<file path="src/rtl/coast_pkg.sv">
package coast_pkg;

    typedef enum logic {
        SRC_PIN   = 1'b0,
        SRC_VSYNC = 1'b1
    } coast_src_e;

    typedef struct packed {
        logic rise;
        logic fall;
    } vs_edge_t;

endpackage

</file>
<file path="src/rtl/coast_line_tracker.sv">
module coast_line_tracker
    import coast_pkg::*;
#(
    parameter int LINE_W = 11
) (
    input  logic              clk,
    input  logic              rst_n,
    input  logic              hsync_stb,
    input  logic              vsync_in,
    output vs_edge_t          edge_o,
    output logic [LINE_W-1:0] line_cnt_o,
    output logic [LINE_W-1:0] total_o,
    output logic              valid_o
);

    localparam logic [LINE_W-1:0] LINE_MAX = {LINE_W{1'b1}};

    typedef struct packed {
        logic              vs;
        logic              seen;
        logic              valid;
        logic [LINE_W-1:0] lines;
        logic [LINE_W-1:0] total;
    } trk_t;

    trk_t st_q, st_d;

    assign edge_o.rise = vsync_in & ~st_q.vs;
    assign edge_o.fall = ~vsync_in & st_q.vs;

    always_comb begin
        st_d    = st_q;
        st_d.vs = vsync_in;
        if (edge_o.rise) begin
            st_d.total = st_q.lines;
            st_d.valid = st_q.seen | st_q.valid;
            st_d.seen  = 1'b1;
            st_d.lines = hsync_stb ? LINE_W'(1) : '0;
        end else if (hsync_stb && st_q.lines != LINE_MAX) begin
            st_d.lines = st_q.lines + LINE_W'(1);
        end
    end

    always_ff @(posedge clk) begin
        if (!rst_n) st_q <= '0;
        else        st_q <= st_d;
    end

    assign line_cnt_o = st_q.lines;
    assign total_o    = st_q.total;
    assign valid_o    = st_q.valid;

    // a total is only trusted after a second leading edge
    p_valid_after_seen_r5: assert property (@(posedge clk) disable iff (!rst_n)
        (!st_q.seen) |=> !st_q.valid);

endmodule

</file>
<file path="src/rtl/coast_vs_window.sv">
module coast_vs_window
    import coast_pkg::*;
#(
    parameter int LINE_W = 11,
    parameter int CNT_W  = 8
) (
    input  logic              clk,
    input  logic              rst_n,
    input  logic              hsync_stb,
    input  logic              vsync_in,
    input  vs_edge_t          edge_i,
    input  logic [LINE_W-1:0] line_cnt_i,
    input  logic [LINE_W-1:0] total_i,
    input  logic              valid_i,
    input  logic [CNT_W-1:0]  pre_count,
    input  logic [CNT_W-1:0]  post_count,
    output logic              win_next_o
);

    typedef struct packed {
        logic             pre;
        logic [CNT_W-1:0] post_left;
    } win_t;

    win_t st_q, st_d;

    logic [LINE_W-1:0] pre_ext;
    logic [LINE_W-1:0] start_line;
    logic              pre_hit;

    assign pre_ext    = LINE_W'(pre_count);
    assign start_line = total_i - pre_ext;

    always_comb begin
        pre_hit = valid_i && hsync_stb && !vsync_in
               && (pre_count != '0) && (total_i > pre_ext)
               && ((line_cnt_i + LINE_W'(1)) == start_line);

        st_d = st_q;
        if (edge_i.rise) begin
            st_d.pre       = 1'b0;
            st_d.post_left = '0;
        end else begin
            if (pre_hit) st_d.pre = 1'b1;
            if (edge_i.fall)
                st_d.post_left = post_count;
            else if (hsync_stb && st_q.post_left != '0)
                st_d.post_left = st_q.post_left - CNT_W'(1);
        end
        win_next_o = vsync_in | st_d.pre | (st_d.post_left != '0);
    end

    always_ff @(posedge clk) begin
        if (!rst_n) st_q <= '0;
        else        st_q <= st_d;
    end

    // zero post-coast closes immediately after the trailing edge
    p_post_zero_r6: assert property (@(posedge clk) disable iff (!rst_n)
        (edge_i.fall && post_count == '0) |=> (!st_q.pre && st_q.post_left == '0));

    // no early opening without a measured frame
    p_pre_needs_total_r5: assert property (@(posedge clk) disable iff (!rst_n)
        (!valid_i) |-> !st_q.pre);

endmodule

</file>
<file path="src/rtl/coast_pol_detect.sv">
module coast_pol_detect #(
    parameter int BAL_W = 20
) (
    input  logic clk,
    input  logic rst_n,
    input  logic coast_pin,
    input  logic frame_start,
    output logic det_pol_o
);

    localparam logic signed [BAL_W-1:0] BAL_MAX = {1'b0, {(BAL_W-1){1'b1}}};
    localparam logic signed [BAL_W-1:0] BAL_MIN = {1'b1, {(BAL_W-1){1'b0}}};

    typedef struct packed {
        logic                    pol;
        logic signed [BAL_W-1:0] bal;
    } det_t;

    det_t st_q, st_d;

    always_comb begin
        st_d = st_q;
        if (frame_start) begin
            if (st_q.bal < 0)      st_d.pol = 1'b1;
            else if (st_q.bal > 0) st_d.pol = 1'b0;
            st_d.bal = coast_pin ? BAL_W'(1) : {BAL_W{1'b1}};
        end else if (coast_pin) begin
            if (st_q.bal != BAL_MAX) st_d.bal = st_q.bal + BAL_W'(1);
        end else begin
            if (st_q.bal != BAL_MIN) st_d.bal = st_q.bal - BAL_W'(1);
        end
    end

    always_ff @(posedge clk) begin
        if (!rst_n) begin
            st_q.pol <= 1'b1;
            st_q.bal <= '0;
        end else begin
            st_q <= st_d;
        end
    end

    assign det_pol_o = st_q.pol;

    // the polarity decision moves only at a frame edge
    p_status_stable_r8: assert property (@(posedge clk) disable iff (!rst_n)
        (!frame_start) |=> $stable(st_q.pol));

endmodule

</file>
<file path="src/rtl/coast_window_gen.sv">
module coast_window_gen
    import coast_pkg::*;
#(
    parameter int CNT_W  = 8,
    parameter int LINE_W = 11,
    parameter int BAL_W  = 20
) (
    input  logic             clk,
    input  logic             rst_n,
    input  logic             hsync_stb,
    input  logic             vsync_in,
    input  logic             coast_pin,
    input  logic [CNT_W-1:0] pre_count,
    input  logic [CNT_W-1:0] post_count,
    input  logic             coast_src_sel,
    input  logic             pol_override,
    input  logic             pol_user,
    output logic             coast_out,
    output logic             coast_pol_status
);

    vs_edge_t          vs_edge;
    logic [LINE_W-1:0] line_cnt;
    logic [LINE_W-1:0] line_total;
    logic              total_valid;
    logic              win_next;
    logic              det_pol;

    coast_line_tracker #(.LINE_W(LINE_W)) u_tracker (
        .clk        (clk),
        .rst_n      (rst_n),
        .hsync_stb  (hsync_stb),
        .vsync_in   (vsync_in),
        .edge_o     (vs_edge),
        .line_cnt_o (line_cnt),
        .total_o    (line_total),
        .valid_o    (total_valid)
    );

    coast_vs_window #(.LINE_W(LINE_W), .CNT_W(CNT_W)) u_window (
        .clk        (clk),
        .rst_n      (rst_n),
        .hsync_stb  (hsync_stb),
        .vsync_in   (vsync_in),
        .edge_i     (vs_edge),
        .line_cnt_i (line_cnt),
        .total_i    (line_total),
        .valid_i    (total_valid),
        .pre_count  (pre_count),
        .post_count (post_count),
        .win_next_o (win_next)
    );

    coast_pol_detect #(.BAL_W(BAL_W)) u_pol (
        .clk         (clk),
        .rst_n       (rst_n),
        .coast_pin   (coast_pin),
        .frame_start (vs_edge.rise),
        .det_pol_o   (det_pol)
    );

    typedef struct packed {
        logic coast;
    } top_t;

    top_t       st_q, st_d;
    coast_src_e src;
    logic       eff_pol;

    always_comb begin
        src      = coast_src_e'(coast_src_sel);
        eff_pol  = pol_override ? pol_user : det_pol;
        st_d     = st_q;
        st_d.coast = (src == SRC_VSYNC) ? win_next : (coast_pin == eff_pol);
    end

    always_ff @(posedge clk) begin
        if (!rst_n) st_q <= '0;
        else        st_q <= st_d;
    end

    assign coast_out        = st_q.coast;
    assign coast_pol_status = det_pol;

    // vertical sync is always inside the window
    p_vsync_covers_r3: assert property (@(posedge clk) disable iff (!rst_n)
        (coast_src_sel && vsync_in) |=> coast_out);

    // the user polarity drives the pin path
    p_pin_user_r9: assert property (@(posedge clk) disable iff (!rst_n)
        (!coast_src_sel && pol_override) |=> (coast_out == ($past(coast_pin) == $past(pol_user))));

    // the detected polarity drives the pin path
    p_pin_detect_r2: assert property (@(posedge clk) disable iff (!rst_n)
        (!coast_src_sel && !pol_override) |=> (coast_out == ($past(coast_pin) == $past(coast_pol_status))));

endmodule

</file>
<file path="config.mk">
export PLATFORM = sky130hd
export DESIGN_NAME = coast_window_gen
export DESIGN_NICKNAME = d
export VERILOG_FILES = /design/src/rtl/coast_pkg.sv /design/src/rtl/coast_line_tracker.sv /design/src/rtl/coast_vs_window.sv /design/src/rtl/coast_pol_detect.sv /design/src/rtl/coast_window_gen.sv
export SDC_FILE = /design/constraint.sdc
export NUM_CORES = 1
export LEC_CHECK = 0
export ABC_AREA = 1
export BUFFER_PORTS_ARGS = -buffer_cell sky130_fd_sc_hd__buf_2
export CAP_MARGIN = 40
export CORE_ASPECT_RATIO = 1.25
export CORE_MARGIN = 4
export CORE_UTILIZATION = 65
export CTS_CLUSTER_DIAMETER = 100
export CTS_CLUSTER_SIZE = 25
export DETAILED_ROUTE_END_ITERATION = 6
export PLACE_DENSITY = 0.8
export SETUP_SLACK_MARGIN = 0.1
export SYNTH_ARGS = -nofsm -noshare
export SYNTH_HDL_FRONTEND = slang
export SYNTH_SLANG_ARGS = --single-unit
</file>
<file path="constraint.sdc">
create_clock -name clk -period 3.8 [get_ports clk]
set_input_delay 0.38 -clock clk [delete_from_list [all_inputs] [get_ports clk]]
set_output_delay 0.38 -clock clk [all_outputs]
set_load 0.01 [all_outputs]
</file>
==> out/summary.txt <==
outcome - completed
placed cell count - 801
# DRC - 0
Least-Margin Pin Slew - 0.830 ns
Syn Std Cell Area - 0.00441 sq mm
Leakage - 2.35 nW
cell count after synthesis - 701
GPL Wtd Cong - 0.917
Pwr Total - 1.70 mW
Clock Power Share - 19.8%
number of DRC markers in iteration 0 - 330
clock skew - 0.00982 ns
Post-synth EDFFs - 0
Post-DRT Antenna Nets - 0
nets - 776
Critical Path Sink Type - flip-flop
crit path DAT - 2.93 ns
commonest non-fill, non-tap cell in the layout - nand2_1
clk slew on worst S/H paths - 0.11 ns
Tot GR Track Use - 29.1%
hold-fix buffer count after cts - 0
FP Rows - 33
gr ovfl total - 0
CP Launch Type - input port
Pwr per Cell Area - 364 mW/mm^2
Final period util - 71.3%
largest net degree at the start of global routing - 34
RSZ-0062 raised after global routing - false
die height - 100 microns
initial antenna violation count - 0
critical path required time - 4.02 ns
clk sinks - 56
Post-CTS Resized - 0
asr flop ratio synth - 0%
critical path class - input port to flip-flop
endpoints failing setup - 0
Pins Over Slew Limit - 0
Antenna diodes - 0
fin crit period - 2.71 ns
Yosys cell types - 43
Core Region - 0.00657 sq mm
Non-Filler Instances - 809
Seq/Total Area, Yosys - 25.4%
htree depth - 2
Buffers on Ports - 25
Mapped Nets - 756
final setup margin - 1.09 ns
most frequent cells in the layout - nand2_1, inv_1, nor2_1, nand3_1, a21oi_1
Sw Ratio - 40.0%
dpl ws - 0.764 ns
Starting Density - 67.2%
Clock Latency Late Sink - 0.31 ns
Max Clock Freq - 369 MHz
max-cap check violation count - 0
Final Hold Fails - 0
mean number of vias per cell - 5.70
via count - 4608
ys flop type - dfxtp_1
maximum vdd drop - 0.208 mV
area growth from synthesis to layout - 5.81%
logic gate share of total power - 39.1%
clock root buffer - clkbuf_8
Final HPWL DP - 8910 microns
hold crit path type - input port to flip-flop
DR WL/cell - 14.1 microns
# Post-CTS Setup Buffers - 0
Clock Path Buffers - 2
Die W - 81.7 microns
Area after DPL - 0.00458 sq mm
Pint - 1.02 mW
first-pass GRT wire length - 19000 microns
worst-path fanout max - 21
Setup TNS - 0 ns
Sequential Power Share - 41.1%
FILL cells - 594
num ports - 26
Yosys warning total - 0
Pre-Repair DR Iteration Count - 5
Worst slew margin - 44.6%
routed wire length - 11400 microns
Final Instance Area - 0.00467 sq mm
number of global-route vias before repair - 4468
Seq cells post-synth - 56
full die area - 0.00818 sq mm
net switching power figure - 0.681 mW
CTS Buf Count - 5
Synth Area per Inst - 6.30 sq um
TritonCTS clock tree - yes
layout cell share with drive strength beyond 1 - 7.89%
-- Yosys cell counts, types with 4 or more instances --
master | number | area (sq um)
nand3_1 | 62 | 310
o211ai_1 | 4 | 30.0
nor2_1 | 77 | 289
a21oi_1 | 60 | 300
clkbuf_1 | 9 | 33.8
a21o_1 | 4 | 30.0
o21ai_0 | 44 | 220
ha_1 | 29 | 363
nand4_1 | 15 | 93.8
inv_1 | 86 | 323
dfxtp_1 | 56 | 1120
xor2_1 | 8 | 70.1
nor3_1 | 6 | 30.0
xnor2_1 | 7 | 61.3
or2_2 | 4 | 25.0
nand3b_1 | 5 | 37.5
a21oi_2 | 10 | 87.6
nand2_1 | 181 | 679
-- per-stage QoR --
step                util, %  hold WS (ns)
global placement       69.6         0.444
detailed placement     69.8         0.454
finish                 71.1         0.278
global route           71.1         0.291
CTS                    71.1         0.274
floorplan                 -         0.437
-- layout make-up --
cell class                      instances  area, sq um  share of cell area [%]
Multi-Input combinational cell        543         2870                    61.5
Sequential cell                        56         1120                    24.0
Tap cell                               87          109                    2.33
Clock buffer                            6         72.6                    1.55
Clock inverter                          2         16.3                   0.348
Timing Repair Buffer                   28          151                    3.24
Inverter                               87          327                    6.99
-- critical path, stage by stage --
cell and delay [ns]:
buf_2 0.13, inv_1 0.61, ha_1 0.42, a21o_1 0.22, a21oi_1 0.15, nor2_1 0.06
nor3_1 0.34, nand3_1 0.13, nand2_1 0.11, nand3_1 0.07, nand2_1 0.08, nand3_1 0.08
o211ai_1 0.09, inv_1 0.05
-- power groups by stage --
stage          sequential [mW]  clock, mW  combinational, mW
2_1_floorplan            0.691          0              0.520
5_1_grt                  0.705      0.365              0.753
3_3_place_gp             0.709          0              0.632
6_report                 0.699      0.337              0.665
4_1_cts                  0.697      0.343              0.656
3_5_place_dp             0.710          0              0.653
-- cells by family after synthesis --
group / after synthesis / share of synthesized area [%]
XOR/XNOR: 15 / 2.98
multiplexers: 1 / 0.227
AO/OA/AOI/OAI: 136 / 17.6
buffers and inverters: 102 / 9.50
adder cells (fa/ha/maj): 31 / 9.13
flip-flops: 56 / 25.4
AND/OR/NAND/NOR: 360 / 35.2
-- per-layer routing --
metal	track usage (%)	part of all wire, %	vias up
li1	-	-	2354
met1	32.4	40	2089
met2	53.4	52	129
met3	3.32	4.1	36
met4	14.6	4.4	0
met5	0	0	-
-- registers in the layout (all words and copies together) (netlist names) --
signal,flops
u_pol.st_q,20
u_tracker.st_q,2
u_pol.det_pol_o,1
u_window.st_q,9
u_tracker.line_cnt_o,11
coast_out,1
u_tracker.valid_o,1
u_tracker.total_o,11
-- path summary, 6_finish.rpt --
kind	start	endpoint	slack [ns]	cells past startpoint
worst min register to register	u_tracker.valid_o	u_tracker.valid_o	0.47	2
worst max-delay path	coast_pin	u_pol.st_q[19]	1.09	14
worst min-delay path	vsync_in	u_tracker.st_q[24]	0.28	3
worst max register to register	u_tracker.total_o[0]	coast_out	1.38	19
(Power assumes the default switching activity.)
